`src/rtl/wdt_pkg.sv`:
```
package wdt_pkg;
   localparam int DATA_W = 8;
   localparam int ADDR_W = 2;

   localparam logic [ADDR_W-1:0] ADDR_CTRL  = 2'd0;
   localparam logic [ADDR_W-1:0] ADDR_TIME  = 2'd1;
   localparam logic [ADDR_W-1:0] ADDR_OUTEN = 2'd2;

   localparam int B_EN     = 0;
   localparam int B_UNIT   = 1;
   localparam int B_PULSE  = 2;
   localparam int B_PW_LO  = 3;
   localparam int B_STATUS = 7;

   typedef struct packed {
      logic       status;
      logic [1:0] pw;
      logic       pulse;
      logic       minutes;
      logic       en;
   } ctrl_t;

   function automatic int unsigned max4(input int unsigned a, input int unsigned b,
                                        input int unsigned c, input int unsigned d);
      int unsigned m;
      m = a;
      if (b > m) m = b;
      if (c > m) m = c;
      if (d > m) m = d;
      return m;
   endfunction
endpackage

```
`src/rtl/wdt_timebase.sv`:
```
module wdt_timebase #(
   parameter int unsigned MS_PER_SEC  = 1000,
   parameter int unsigned SEC_PER_MIN = 60
) (
   input  logic clk,
   input  logic rst_n,
   input  logic clear,
   input  logic minutes,
   input  logic tick_ms,
   output logic unit_tick
);
   localparam int MSW = (MS_PER_SEC  > 1) ? $clog2(MS_PER_SEC)  : 1;
   localparam int SW  = (SEC_PER_MIN > 1) ? $clog2(SEC_PER_MIN) : 1;

   logic ms_wrap;
   logic sec_last;

   if (MS_PER_SEC < 1) begin : g_bad_ms
      $error("MS_PER_SEC must be at least 1");
   end
   if (SEC_PER_MIN < 1) begin : g_bad_sec
      $error("SEC_PER_MIN must be at least 1");
   end

   if (MS_PER_SEC > 1) begin : g_ms_div
      logic [MSW-1:0] ms_q;
      assign ms_wrap = tick_ms && (ms_q == MSW'(MS_PER_SEC - 1));
      always_ff @(posedge clk or negedge rst_n) begin
         if (!rst_n)        ms_q <= '0;
         else if (clear)    ms_q <= '0;
         else if (ms_wrap)  ms_q <= '0;
         else if (tick_ms)  ms_q <= ms_q + 1'b1;
      end
   end else begin : g_ms_pass
      assign ms_wrap = tick_ms;
   end

   if (SEC_PER_MIN > 1) begin : g_sec_div
      logic [SW-1:0] sec_q;
      assign sec_last = (sec_q == SW'(SEC_PER_MIN - 1));
      always_ff @(posedge clk or negedge rst_n) begin
         if (!rst_n)                    sec_q <= '0;
         else if (clear)                sec_q <= '0;
         else if (ms_wrap && minutes)   sec_q <= sec_last ? '0 : sec_q + 1'b1;
      end
   end else begin : g_sec_pass
      assign sec_last = 1'b1;
   end

   assign unit_tick = !clear && ms_wrap && (!minutes || sec_last);
endmodule

```
`src/rtl/wdt_downcount.sv`:
```
module wdt_downcount #(
   parameter int CNT_W = 8
) (
   input  logic             clk,
   input  logic             rst_n,
   input  logic             load,
   input  logic [CNT_W-1:0] load_val,
   input  logic             step,
   output logic [CNT_W-1:0] cnt_q,
   output logic             expire
);
   if (CNT_W < 1) begin : g_bad_w
      $error("CNT_W must be at least 1");
   end

   always_ff @(posedge clk or negedge rst_n) begin
      if (!rst_n)                      cnt_q <= '0;
      else if (load)                   cnt_q <= load_val;
      else if (step && cnt_q != '0)    cnt_q <= cnt_q - 1'b1;
   end

   assign expire = step && !load && (cnt_q == CNT_W'(1));

   // without a reload the count can only fall or hold
   assert_no_rise_R2: assert property (@(posedge clk) disable iff (!rst_n)
      !load |=> (cnt_q <= $past(cnt_q)));
endmodule

```
`src/rtl/wdt_outgen.sv`:
```
module wdt_outgen #(
   parameter int unsigned PW_T0 = 1,
   parameter int unsigned PW_T1 = 25,
   parameter int unsigned PW_T2 = 125,
   parameter int unsigned PW_T3 = 5000
) (
   input  logic       clk,
   input  logic       rst_n,
   input  logic       arm,
   input  logic       pulse_mode,
   input  logic [1:0] pw_code,
   input  logic       tick_ms,
   input  logic       clear_level,
   output logic       active
);
   import wdt_pkg::*;

   localparam int unsigned PW_MAX = max4(PW_T0, PW_T1, PW_T2, PW_T3);
   localparam int PCW = $clog2(PW_MAX + 1);
   localparam int unsigned TBL [4] = '{PW_T0, PW_T1, PW_T2, PW_T3};

   logic [PCW-1:0] width_tbl [4];
   logic [PCW-1:0] pw_cnt;
   logic           act_pulse;

   for (genvar i = 0; i < 4; i++) begin : g_width
      if (TBL[i] < 1) begin : g_bad
         $error("pulse widths must be at least one tick");
      end
      assign width_tbl[i] = PCW'(TBL[i]);
   end

   always_ff @(posedge clk or negedge rst_n) begin
      if (!rst_n) begin
         active    <= 1'b0;
         act_pulse <= 1'b0;
         pw_cnt    <= '0;
      end else if (arm) begin
         active    <= 1'b1;
         act_pulse <= pulse_mode;
         pw_cnt    <= width_tbl[pw_code];
      end else if (active) begin
         if (act_pulse) begin
            if (tick_ms) begin
               if (pw_cnt <= PCW'(1)) active <= 1'b0;
               else                   pw_cnt <= pw_cnt - 1'b1;
            end
         end else if (clear_level) begin
            active <= 1'b0;
         end
      end
   end

   // a level assertion persists until a clearing event
   assert_level_hold_R8: assert property (@(posedge clk) disable iff (!rst_n)
      (active && !act_pulse && !clear_level) |=> active);
   // a running pulse always has ticks left
   assert_pulse_live_R9: assert property (@(posedge clk) disable iff (!rst_n)
      (active && act_pulse) |-> (pw_cnt != '0));
endmodule

```
`src/rtl/wdt_reset_timer.sv`:
```
module wdt_reset_timer #(
   parameter int unsigned MS_PER_SEC  = 1000,
   parameter int unsigned SEC_PER_MIN = 60,
   parameter int unsigned PW_T0       = 1,
   parameter int unsigned PW_T1       = 25,
   parameter int unsigned PW_T2       = 125,
   parameter int unsigned PW_T3       = 5000
) (
   input  logic        clk,
   input  logic        rst_n,
   input  logic [1:0]  reg_addr,
   input  logic        reg_wr,
   input  logic [7:0]  reg_wdata,
   output logic [7:0]  reg_rdata,
   input  logic        tick_ms,
   output logic        wdt_rst_n
);
   import wdt_pkg::*;

   ctrl_t              ctrl_q;
   logic               outen_q;
   logic [DATA_W-1:0]  cnt_q;
   logic               wr_ctrl, wr_time, wr_outen, ctrl_off;
   logic               tb_clear, unit_tick, expire, active;

   assign wr_ctrl  = reg_wr && (reg_addr == ADDR_CTRL);
   assign wr_time  = reg_wr && (reg_addr == ADDR_TIME);
   assign wr_outen = reg_wr && (reg_addr == ADDR_OUTEN);
   assign ctrl_off = wr_ctrl && !reg_wdata[B_EN];
   assign tb_clear = !ctrl_q.en || wr_time || ctrl_off;

   always_ff @(posedge clk or negedge rst_n) begin
      if (!rst_n) begin
         ctrl_q  <= '0;
         outen_q <= 1'b0;
      end else begin
         if (wr_ctrl) begin
            ctrl_q.en      <= reg_wdata[B_EN];
            ctrl_q.minutes <= reg_wdata[B_UNIT];
            ctrl_q.pulse   <= reg_wdata[B_PULSE];
            ctrl_q.pw      <= reg_wdata[B_PW_LO +: 2];
         end
         if (expire)                            ctrl_q.status <= 1'b1;
         else if (wr_ctrl && reg_wdata[B_STATUS]) ctrl_q.status <= 1'b0;
         if (wr_outen) outen_q <= reg_wdata[0];
      end
   end

   wdt_timebase #(.MS_PER_SEC(MS_PER_SEC), .SEC_PER_MIN(SEC_PER_MIN)) u_timebase (
      .clk(clk), .rst_n(rst_n), .clear(tb_clear), .minutes(ctrl_q.minutes),
      .tick_ms(tick_ms), .unit_tick(unit_tick));

   wdt_downcount #(.CNT_W(DATA_W)) u_count (
      .clk(clk), .rst_n(rst_n), .load(wr_time), .load_val(reg_wdata),
      .step(unit_tick), .cnt_q(cnt_q), .expire(expire));

   wdt_outgen #(.PW_T0(PW_T0), .PW_T1(PW_T1), .PW_T2(PW_T2), .PW_T3(PW_T3)) u_out (
      .clk(clk), .rst_n(rst_n), .arm(expire && outen_q), .pulse_mode(ctrl_q.pulse),
      .pw_code(ctrl_q.pw), .tick_ms(tick_ms), .clear_level(wr_time || ctrl_off),
      .active(active));

   always_comb begin
      case (reg_addr)
         ADDR_CTRL:  reg_rdata = {ctrl_q.status, 2'b00, ctrl_q.pw, ctrl_q.pulse,
                                  ctrl_q.minutes, ctrl_q.en};
         ADDR_TIME:  reg_rdata = cnt_q;
         ADDR_OUTEN: reg_rdata = {7'b0, outen_q};
         default:    reg_rdata = '0;
      endcase
   end

   assign wdt_rst_n = ~active;

   // a zero count that is not reloaded never starts an assertion
   assert_zero_silent_R5: assert property (@(posedge clk) disable iff (!rst_n)
      (cnt_q == '0 && !wr_time) |=> !$rose(active));
   // the status flag only drops through a write-one clear
   assert_status_sticky_R6: assert property (@(posedge clk) disable iff (!rst_n)
      (ctrl_q.status && !(wr_ctrl && reg_wdata[B_STATUS])) |=> ctrl_q.status);
   // the pin falls only while the output enable was set
   assert_pin_gated_R7: assert property (@(posedge clk) disable iff (!rst_n)
      $fell(wdt_rst_n) |-> $past(outen_q));
endmodule

```
`config.mk`:
```
export PLATFORM = sky130hd
export DESIGN_NAME = wdt_reset_timer
export DESIGN_NICKNAME = d
export VERILOG_FILES = /design/src/rtl/wdt_pkg.sv /design/src/rtl/wdt_timebase.sv /design/src/rtl/wdt_downcount.sv /design/src/rtl/wdt_outgen.sv /design/src/rtl/wdt_reset_timer.sv
export SDC_FILE = /design/constraint.sdc
export NUM_CORES = 1
export LEC_CHECK = 0
export ABC_AREA = 1
export CAP_MARGIN = 10
export CORE_MARGIN = 4
export CORE_UTILIZATION = 58
export CTS_CLUSTER_DIAMETER = 50
export DETAILED_ROUTE_END_ITERATION = 16
export PLACE_DENSITY = 0.77
export SLEW_MARGIN = 10
export SYNTH_ARGS = -nofsm -noshare
export SYNTH_HDL_FRONTEND = slang
export SYNTH_SLANG_ARGS = --single-unit
```
`constraint.sdc`:
```
create_clock -name clk -period 2.01 [get_ports clk]
set_input_delay 0.402 -clock clk [delete_from_list [all_inputs] [get_ports clk]]
set_output_delay 0.402 -clock clk [all_outputs]
set_load 0.05 [all_outputs]
```
## Yosys cells after proc, flatten, opt, wreduce, memory -nomap -nowiden

Index checks and enable logic that the tools add are counted.

- RAM bits: 0
- Memories kept: 0
- Flip-flop bits (word level): 46
- Memory bits (read-only): 0
- Bits in latches: 0
- Output and inout bits: 9
- Input port bits: 14

- $add $sub $neg: 4
- Shifts and indexed selects: 0
- Equal/unequal tests: 6
- Reductions and logical operators: 32
- Mux-type cells: 25
- Multiply operators: 0
- Divide/modulo/power cells: 0
- $lt $le $gt $ge: 2
- Bitwise gates (word level): 2

Operators with widths:

| operator | count |
|---|---|
| $mux W13 | 7 |
| $mux W10 | 3 |
| $bmux W13 S2 | 1 |
| $pmux W8 S3 | 1 |
| $mux W6 | 3 |
| $mux W8 | 2 |
| $le A13 B1 Y1 const B | 1 |
| $logic_and A1 B1 Y1 | 13 |
| $sub A13 B1 Y13 const B | 1 |
| $reduce_bool A2 Y1 | 6 |
| $add A10 B1 Y10 const B | 1 |
| $eq A10 B10 Y1 const B | 1 |
| $eq A8 B1 Y1 const B | 1 |
| $mux W1 | 8 |
| $reduce_bool A8 Y1 | 1 |
| $sub A8 B1 Y8 const B | 1 |
| $add A6 B1 Y6 const B | 1 |
| $eq A6 B6 Y1 const B | 1 |
| $logic_not A1 Y1 | 5 |
| $logic_or A1 B1 Y1 | 4 |
| $reduce_and A4 Y1 | 1 |
| $ge A3 B3 Y1 const B | 1 |
| $not A2 Y3 | 1 |
| $reduce_bool A3 Y1 | 1 |
| other kinds (5) | 5 |

## Depth between registers and ports, before layout

Gate-level depths: netlist (run 1).

- Word-level depth: 12
- Depth in mapped cells: 12

## Modules after synthesis

From an unflattened synthesis (run 1), not the netlist that was laid out.

- Cell total of the unflattened synthesis: 489
- Area, all modules: 3253.1 um^2

By module, submodules not included:

| module | area an instance (um^2) | instances | cells an instance |
|---|---|---|---|
| wdt_outgen | 1106.1 | 1 | 169 |
| wdt_timebase | 1052.3 | 1 | 151 |
| wdt_downcount | 648.1 | 1 | 102 |
| wdt_reset_timer | 446.7 | 1 | 67 |

## Least setup slack after synthesis (run 1)

Ideal clock, no wire load.

- Path type: in2out
- Start point: input port reg_addr[1]
- End point: output port reg_rdata[7]
- Setup slack: -133 ps
- Arrival: 1741 ps
- Data required time: 1608 ps
- Stages: 3
- Buffers on the path: 0
- Cell sequence: inv_2 nand2_1 o21ai_0

- Longest elaborated chain between the ends: 2

Ends and longest elaborated chain:

| what | line | RTL |
|---|---|---|
| start, declared | wdt_reset_timer.sv:11 | `input logic [1:0] reg_addr,` |
| $eq A2 B2 Y1, or another cell as far along | wdt_reset_timer.sv:63 | `case (reg_addr)` |
| $pmux W8 S3 (*) | wdt_reset_timer.sv:63 |  |
| end, declared | wdt_reset_timer.sv:14 | `output logic [7:0] reg_rdata,` |

Mark *: on every way between the ends. The rest lies on a longest branch, timed or not.

## Worst setup path in the final report (run 1)

- Start point: input port reg_addr[1]
- End point: output port reg_rdata[5]

The elaborated chain is that of the path after synthesis.

==> flow_summary.ini, run 1 <==
[outcome]
status = complete, but fails checks
violations = negative setup slack

[setup_path]
worstPathRequired_ps = 1610
crit_start = reg_addr[1]
cp-end-kind = output pin
path_max_fanout = 7
arrival_ps = 1610
rr_startpoint = u_timebase.g_ms_div.ms_q[1]$_DFFE_PN0P_
cp-start-kind = input port
r2r_setup_slack_ps = 230
path_class = input port to output pin

[grt]
overflow = 0
grt_use_total_pct = 24.8
antenna_found_initial = 0
grt_pass1_vias = 2694
grt_pass1_wl_um = 12000
grt_max_degree = 24

[synth]
syn_area_mm2 = 0.00287
synth_area_leaders = dfrtp_1 (40%), nand2_1 (15%), nor2_1 (6.9%), inv_1 (6.3%), o21ai_0 (5.9%)
synth-edff-count = 0
synth_warnings = 0
synth_ff_type = dfrtp_1
syn-instance-count = 403
synthTopCellsByCount = nand2_1 (117), nor2_1 (53), inv_1 (48)
synth-seq-cells = 46
synth.most_common_cell = nand2_1
yosysSeqAreaShare_pct = 40.1
syn_nets = 427
yosysTopAreaCellShare_pct = 40.1
synth_area_leader_cell = dfrtp_1
syn_avg_cell_area_um2 = 7.13
synthArstFlopShare_pct = 100
ys_types = 37

[detailed_routing]
via_count = 2795
ant_nets = 0
drt_wl_total_um = 7190
drt_pass1_iterations = 4
drt_iter0_drc = 179
wire_per_inst_um = 13.6
drc = 0
vias_per_cell = 5.29

[sta]
slew_headroom_pct = 65.2
clock_skew_ps = 7.82
fmax_mhz = 497
fin_ws_ps = -2.49
slew_viol_final = 0
worst_pin_slew_ps = 523
hold_ws_ps = 63.1
grt_setup_unrepaired = true
fin_crit_sh_pct = 100
setup_viol = 1
fin_crit_ps = 2010
finalHoldViolCount = 0

[cells_and_area]
diodes = 0
area_growth_pct = 26.2
drive_gt1_share_pct = 16.3
final_area_mm2 = 0.00363
finalNetCount = 484
stdcell_count = 528

[hold_path]
hold_class = input port to asynchronous set/reset pin

[die]
io_pins = 23
start_util_pct = 60.4
dieArea_mm2 = 0.00615
core_area_mm2 = 0.00475
fp.dieH_um = 78.4
die_w_um = 78.4
rows = 25

[clock_tree]
path_clk_slew_ps = 80
cts.sinks = 46
cts-root-buf = clkbuf_8
clk_path_buf_depth = 2
cts_hold_buf = 0
clock_latency_ps = 300
htree_levels = 2
cts_tree = built
cts_buffers = 5

[place]
hpwl_um = 5420
placed_cell_area_mm2 = 0.00347
dp_cells = 519
routabilityCongestion = 0.872
io_buffers = 22

[power_and_ir_drop]
power.leakage_nw = 1.89
vdd_drop_max_mv = 0.649
cellPowerDensity_mw_per_mm2 = 709

[run]
cap_viol_max_count = 0
through the flow:
step | utilization (%) | worst slack, ps | TNS [ps] | power (mW)
final | 76.3 | -2.49 | -2.49 | 2.57
after global routing | 76.3 | -40.7 | -101 | 2.73
after CTS | 75.2 | -7.56 | -13.5 | 2.54
after detailed placement | 72.9 | -205 | -3700 | 1.94
after global placement | 72.9 | -116 | -1290 | 1.91
after floorplan | - | 146 | 0 | 1.58
per-layer routing:
metal	global-route usage [%]	vias up	part of all wire (%)
met5	0	-	0
met4	9.09	0	2.4
met3	4.47	14	4.9
met2	42.3	73	48
met1	31.4	1308	45
li1	-	1400	-
cell type report:
cell class / count / area, um2
timing repair buffer: 55 / 541
tap: 67 / 83.8
multi-input combinational: 301 / 1570
clock buffer: 7 / 86.3
inverter: 51 / 191
clock inverter: 1 / 5.00
fill: 384 / 1130
sequential: 46 / 1150
what timing repair did:
item | in CTS | in global routing
setup buffers | 0 | 1
gates resized for setup | 4 | 9
endpoints found under the setup margin | 7 | 25
where the power goes:
group	total (mW)	internal, mW	switching [mW]
sequential	1.10	1.02	0.0817
clock	0.589	0.278	0.311
combinational	0.884	0.348	0.536
logic make-up (layout without fill, tap and decap cells):
kind of cell	Yosys count	count (layout)	synth area share, %
simple gates	219	219	32.3
buf+inv	56	114	7.53
compound gates	59	59	11.7
fa+ha+maj	10	10	4.35
mux	2	2	0.697
flops	46	46	40.1
xor+xnor	11	11	3.35
cell usage in the layout (no fill, tap or decap), drive strengths merged, types with 3 or more instances in the layout:
| cell type | netlist | routed |
|---|---|---|
| a21oi | 12 | 12 |
| buf | 3 | 43 |
| clkbuf | 2 | 7 |
| clkdlybuf4s50 | 0 | 12 |
| dfrtp | 46 | 46 |
| ha | 10 | 10 |
| inv | 50 | 50 |
| nand2 | 120 | 120 |
| nand3 | 31 | 31 |
| nand4 | 3 | 3 |
| nor2 | 57 | 57 |
| nor3 | 3 | 3 |
| o21ai | 35 | 35 |
| o22ai | 5 | 5 |
| or2 | 3 | 3 |
| xor2 | 9 | 9 |
path summary, 6_finish.rpt:
path | cells after the start | end
setup / recovery | 6 | reg_rdata[5]
hold reg to reg | 2 | u_timebase.g_ms_div.ms_q[7]$_DFFE_PN0P_
min in group clk | 2 | u_timebase.g_ms_div.ms_q[7]$_DFFE_PN0P_
max in group asynchronous | 2 | u_out.pw_cnt[3]$_DFFE_PN0P_
hold / removal | 1 | u_timebase.g_sec_div.sec_q[3]$_DFFE_PN0P_
setup reg to reg | 11 | u_out.pw_cnt[7]$_DFFE_PN0P_
registers in the layout (all words and copies together) (netlist names):
register / flops
ctrl_q: 6
u_out.active: 1
u_out.pw_cnt: 13
u_count.cnt_q: 8
outen_q: 1
u_out.act_pulse: 1
u_timebase.g_sec_div.sec_q: 6
u_timebase.g_ms_div.ms_q: 10
critical path, cell delays in order:
cell	delay [ps]
clkdlybuf4s50_1	440
inv_2	130
nand2_2	150
buf_4	190
nor2_2	130
buf_12	150
Note: power is estimated with default switching activity, not from simulation.
==> inputs of run 2 (changes only) <==
--- a/config.mk
+++ b/config.mk
@@ -6,12 +6,14 @@
 export NUM_CORES = 1
 export LEC_CHECK = 0
 export ABC_AREA = 1
+export ABC_CLOCK_PERIOD_IN_PS = 2009
 export CAP_MARGIN = 10
 export CORE_MARGIN = 4
 export CORE_UTILIZATION = 58
 export CTS_CLUSTER_DIAMETER = 50
 export DETAILED_ROUTE_END_ITERATION = 16
 export PLACE_DENSITY = 0.77
+export REMOVE_ABC_BUFFERS = 1
 export SLEW_MARGIN = 10
 export SYNTH_ARGS = -nofsm -noshare
 export SYNTH_HDL_FRONTEND = slang
==> flow_summary.ini, run 2 (synthesis results as in run 1) <==
[sta]
fin_crit_sh_pct = 97.0
finalHoldViolCount = 0
fmax_mhz = 513
hold_ws_ps = 189
grt_setup_unrepaired = true
slew_viol_final = 0
slew_headroom_pct = 61.2
worst_pin_slew_ps = 583
setup_viol = 0
fin_crit_ps = 1950
clock_skew_ps = 6.63

[outcome]
status = finished, final reports clean

[power_and_ir_drop]
cellPowerDensity_mw_per_mm2 = 697
vdd_drop_max_mv = 0.642
power.leakage_nw = 1.90
clock_power_share_pct = 22.1
p_seq_share_pct = 43.0
p_int_mw = 1.61
p_sw_mw = 0.927
switching_share_pct = 36.5
power_frac_comb_pct = 34.9

[detailed_routing]
drc = 0
wire_per_inst_um = 12.9
ant_nets = 0
via_count = 2742
drt_pass1_iterations = 5
drt_wl_total_um = 6830
vias_per_cell = 5.19
drt_iter0_drc = 151

[setup_path]
cp_top_family = buffers and inverters
arrival_ps = 1550
worstPathRequired_ps = 1610
crit_start = reg_addr[1]
cpMaxStageDelayCell = clkdlybuf4s50_1
crit_chain = clkdlybuf4s50_1 -> inv_2 -> nand2_4 -> buf_4 -> o22ai_2 -> buf_12
path_max_fanout = 4
cp-end-kind = output pin
worst-path-buf-inv = 4
rr_startpoint = u_timebase.g_ms_div.ms_q[1]$_DFFE_PN0P_
path_class = input port to output pin
cp-start-kind = input port
worst_path_largest_cell_delay_ps = 430

[grt]
grt_max_degree = 47
use_met2_pct = 40.4
grt_use_met1_pct = 32.0
grt_pass1_wl_um = 11800
grt_pass1_vias = 2661
grt_use_met3_pct = 4.36
busiest_layer = met2
overflow = 0
antenna_found_initial = 0
grt_use_total_pct = 24.0

[cells_and_area]
layout_common_cells = nand2_1 (115), nor2_1 (50), inv_1 (48), dfrtp_1 (46), buf_4 (34)
diodes = 0
largest_reg_flops = 13
drive_gt1_share_pct = 16.5
stdcell_count = 528
top_register = u_out.pw_cnt
reg_top3 = u_out.pw_cnt (13), u_timebase.g_ms_div.ms_q (10), u_count.cnt_q (8)
area_growth_pct = 26.7
layout_commonest_cell = nand2_1
finalNetCount = 484

[die]
core_area_mm2 = 0.00475
rows = 25
fp.dieH_um = 78.4
dieArea_mm2 = 0.00615
die_w_um = 78.4
io_pins = 23
start_util_pct = 60.4

[place]
hpwl_um = 5090
io_buffers = 22
dp_cells = 519
routabilityCongestion = 0.911

[run]
cap_viol_max_count = 0

[clock_tree]
cts-root-buf = clkbuf_8
cts_tree = built
cts_hold_buf = 0
cts.sinks = 46
clock_latency_ps = 290
path_clk_slew_ps = 90
clk_path_buf_depth = 2
htree_levels = 2
cts_buffers = 5

[hold_path]
hold_class = input port to asynchronous set/reset pin
[run 2: cell types whose count changed in the layout (fill, tap and decap cells not counted), sizes merged]
cell | previous run | this run
clkdlybuf4s50 | 12 | 11
dlygate4sd2 | 0 | 1
clkbuf | 7 | 6
clkinv | 2 | 3
[run 2: worst reg2reg max path, cell delays in order, from the launching register on]
cell,delay [ps]
dfrtp_1,390
ha_1,200
nand2_2,100
nor2_2,190
inv_1,70
nor2_2,120
nand2_1,80
nor2_2,140
nand4_1,250
nand2_1,130
nand2_1,60
nand2_1,60
[run 2: power by group through the flow]
stage	logic, mW	registers, mW	clock network [mW]
6_report	0.886	1.09	0.562
2_1_floorplan	0.487	1.09	0
3_5_place_dp	0.824	1.11	0
5_1_grt	0.968	1.11	0.615
3_3_place_gp	0.814	1.10	0
4_1_cts	0.851	1.09	0.572
[run 2: final timing paths]
check	endpoint	slack, ps	depth (start not counted)
max in group asynchronous	u_count.cnt_q[3]$_DFFE_PN0P_	1420	2
setup reg to reg	u_out.pw_cnt[12]$_DFFE_PN0P_	160	11
setup / recovery	reg_rdata[2]	60	6
hold / removal	u_timebase.g_sec_div.sec_q[3]$_DFFE_PN0P_	190	2
min in group clk	u_out.active$_DFF_PN0_	510	2
hold reg to reg	u_out.active$_DFF_PN0_	510	2
[run 2: final cells by class]
class | instances | area (um2)
repair buffers | 55 | 539
inverters | 51 | 191
clock buffers | 6 | 72.6
fillers | 365 | 1110
well taps | 67 | 83.8
multi-input cells | 301 | 1590
clock inverters | 2 | 13.8
flip-flops and latches | 46 | 1150
[run 2: stage by stage]
stage                     total power [mW]  TNS, ps  util, %  instance area, um2  setup slack, ps
after floorplan                       1.58     -133        -                2850             -133
after global routing                  2.69    -16.3     76.6                3640            -9.25
after global placement                1.92     -988     72.9                3470            -94.3
after CTS                             2.51    -17.0     75.4                3580            -9.03
final                                 2.54        0     76.6                3640             59.5
after detailed placement              1.93    -2440     72.9                3470             -156
[run 2: per-layer routing]
layer	vias up	routed length (um)
met5	-	0
met4	0	51
met3	6	276
met2	64	3260
met1	1273	3250
li1	1399	-
[run 2: what timing repair did]
item / 4_1_cts / 5_1_grt
resized for setup: 8 / 10
setup buffers: 0 / 1
pin swaps: 0 / 1
setup endpoints to repair: 8 / 24
==> inputs of run 3 (changes only) <==
--- a/config.mk
+++ b/config.mk
@@ -9,10 +9,11 @@
 export ABC_CLOCK_PERIOD_IN_PS = 2009
 export CAP_MARGIN = 10
 export CORE_MARGIN = 4
-export CORE_UTILIZATION = 58
+export CORE_UTILIZATION = 40
 export CTS_CLUSTER_DIAMETER = 50
 export DETAILED_ROUTE_END_ITERATION = 16
-export PLACE_DENSITY = 0.77
+export MAX_ROUTING_LAYER = met4
+export PLACE_DENSITY = 0.55
 export REMOVE_ABC_BUFFERS = 1
 export SLEW_MARGIN = 10
 export SYNTH_ARGS = -nofsm -noshare
==> flow_summary.ini, run 3 (synthesis results as in run 1) <==
[outcome]
status = finished, final reports clean

[cells_and_area]
fin_util_pct = 53.0
layout_commonest_cell = nand2_1
stdcell_count = 549
area_growth_pct = 26.6
reg_top3 = u_out.pw_cnt (13), u_timebase.g_ms_div.ms_q (10), u_count.cnt_q (8)
layout_common_cells = nand2_1 (116), nor2_1 (50), inv_1 (48), dfrtp_1 (46), o21ai_0 (33)
drive_gt1_share_pct = 14.8
largest_reg_flops = 13
diodes = 0
top_register = u_out.pw_cnt
final_area_mm2 = 0.00364
finalNetCount = 477

[sta]
slew_viol_final = 0
finalHoldViolCount = 0
worst_pin_slew_ps = 385
setup_viol = 0
fin_crit_sh_pct = 97.0
setup_tns_ps = 0
clock_skew_ps = 6.13
grt_setup_unrepaired = false
fin_ws_ps = 60.1
slew_headroom_pct = 74.3
fin_crit_ps = 1950
fmax_mhz = 513

[clock_tree]
cts_tree = built
clock_latency_ps = 290
cts.sinks = 46
htree_levels = 2
cts-root-buf = clkbuf_8
cts_buffers = 5
path_clk_slew_ps = 90
clk_path_buf_depth = 2
cts_hold_buf = 0

[die]
dieArea_mm2 = 0.00861
io_pins = 23
start_util_pct = 41.8
rows = 30
core_area_mm2 = 0.00687
die_w_um = 92.8
fp.dieH_um = 92.8

[power_and_ir_drop]
power.leakage_nw = 1.87
vdd_drop_max_mv = 0.383
p_int_mw = 1.75
switching_share_pct = 34.0
cellPowerDensity_mw_per_mm2 = 729
clock_power_share_pct = 26.7
power_frac_comb_pct = 32.2
p_sw_mw = 0.904
p_seq_share_pct = 41.1

[detailed_routing]
dr_wl_met2_um = 3030
drt_wl_total_um = 6800
ant_nets = 0
drt_iter0_drc = 91
wl_met3_um = 179
route.top_layer_used = met4
drt_pass1_iterations = 4
via_count = 2625
drc = 0
met1_length_um = 3560
vias_per_cell = 4.78
wire_per_inst_um = 12.4

[setup_path]
crit_cells = 6
arrival_ps = 1550
r2r_cells = 11
worst_path_largest_cell_delay_ps = 430
worst-path-buf-inv = 4
rr_startpoint = u_timebase.g_ms_div.ms_q[0]$_DFFE_PN0P_
cp-start-kind = input port
cp-end-kind = output pin
cp_top_family = buffers and inverters
r2r_setup_slack_ps = 200
cpMaxStageDelayCell = clkdlybuf4s50_1
path_class = input port to output pin
worstPathRequired_ps = 1610
timing.rr.end = u_out.pw_cnt[12]$_DFFE_PN0P_
path_max_fanout = 5
crit_chain = clkdlybuf4s50_1 -> inv_2 -> nand2_4 -> buf_4 -> o221ai_4 -> buf_12

[grt]
grt_max_degree = 18
grt_pass1_vias = 2581
antenna_found_initial = 0
grt_pass1_wl_um = 12100
overflow = 0
grt_use_total_pct = 17.5

[place]
placed_cell_area_mm2 = 0.00345
dp_cells = 541
io_buffers = 22
hpwl_um = 5360
pre_cts_ws_ps = -136
routabilityCongestion = 0.842

[hold_path]
hold_class = input port to asynchronous set/reset pin

[run]
cap_viol_max_count = 0
[run 3: cell count changes in the layout (fill, tap and decap cells not counted), sizes merged]
cell    previous run  this run
bufinv             0         1
buf               43        36
clkinv             3         1
[run 3: layer usage]
| metal | vias up | global-route usage (%) |
|---|---|---|
| li1 | 1383 | - |
| met1 | 1205 | 24.0 |
| met2 | 35 | 27.3 |
| met3 | 2 | 2.68 |
| met4 | 0 | 4.27 |
| met5 | - | - |
[run 3: per-stage QoR]
stage                     hold slack [ps]  total power [mW]
after floorplan                       106              1.58
after global placement                347              1.92
after detailed placement              348              1.92
after CTS                            22.6              2.66
after global routing                 40.0              2.84
final                                14.6              2.66
[run 3: repair_timing]
action	4_1_cts	5_1_grt
endpoints found under the hold margin	0	0
buffers inserted	0	1
resized for setup	6	9
endpoints found under the setup margin	8	21
pin swaps	0	1
[run 3: worst max path at each step]
| stage | from | to | slack, ps |
|---|---|---|---|
| 3_5_place_dp | reg_addr[1] | u_timebase.g_sec_div.sec_q[0]$_DFFE_PN0P_ | -140 |
| 2_1_floorplan | reg_addr[1] | reg_rdata[7] | -130 |
| 6_report | reg_addr[1] | reg_rdata[0] | 60 |
| 5_1_grt | u_timebase.g_ms_div.ms_q[0]$_DFFE_PN0P_ | u_out.pw_cnt[8]$_DFFE_PN0P_ | 10 |
| 4_1_cts | reg_addr[1] | reg_rdata[6] | -10 |
| 3_3_place_gp | reg_addr[0] | reg_rdata[0] | -130 |
[run 3: worst register-to-register path: stages, from the launching register on]
cell,delay (ps)
dfrtp_1,390
ha_1,180
nand2_1,90
nor2_2,150
nand3_1,140
nor2_2,210
nand4_4,140
buf_4,200
nand2_1,60
nand2_1,50
nand2_1,60
nand2_1,40
[run 3: area by class of cell]
cell class	instances	area, um2
clock buffer	6	82.6
clock inverter	1	30.0
fill	708	3230
inverter	51	191
multi-input combinational	301	1580
sequential	46	1150
tap	96	120
timing repair buffer	48	487
[run 3: power groups by stage]
stage / logic, mW / registers, mW / clock network, mW
3_5_place_dp: 0.810 / 1.11 / 0
6_report: 0.854 / 1.09 / 0.710
2_1_floorplan: 0.487 / 1.09 / 0
4_1_cts: 0.830 / 1.09 / 0.737
3_3_place_gp: 0.816 / 1.11 / 0
5_1_grt: 0.964 / 1.10 / 0.772
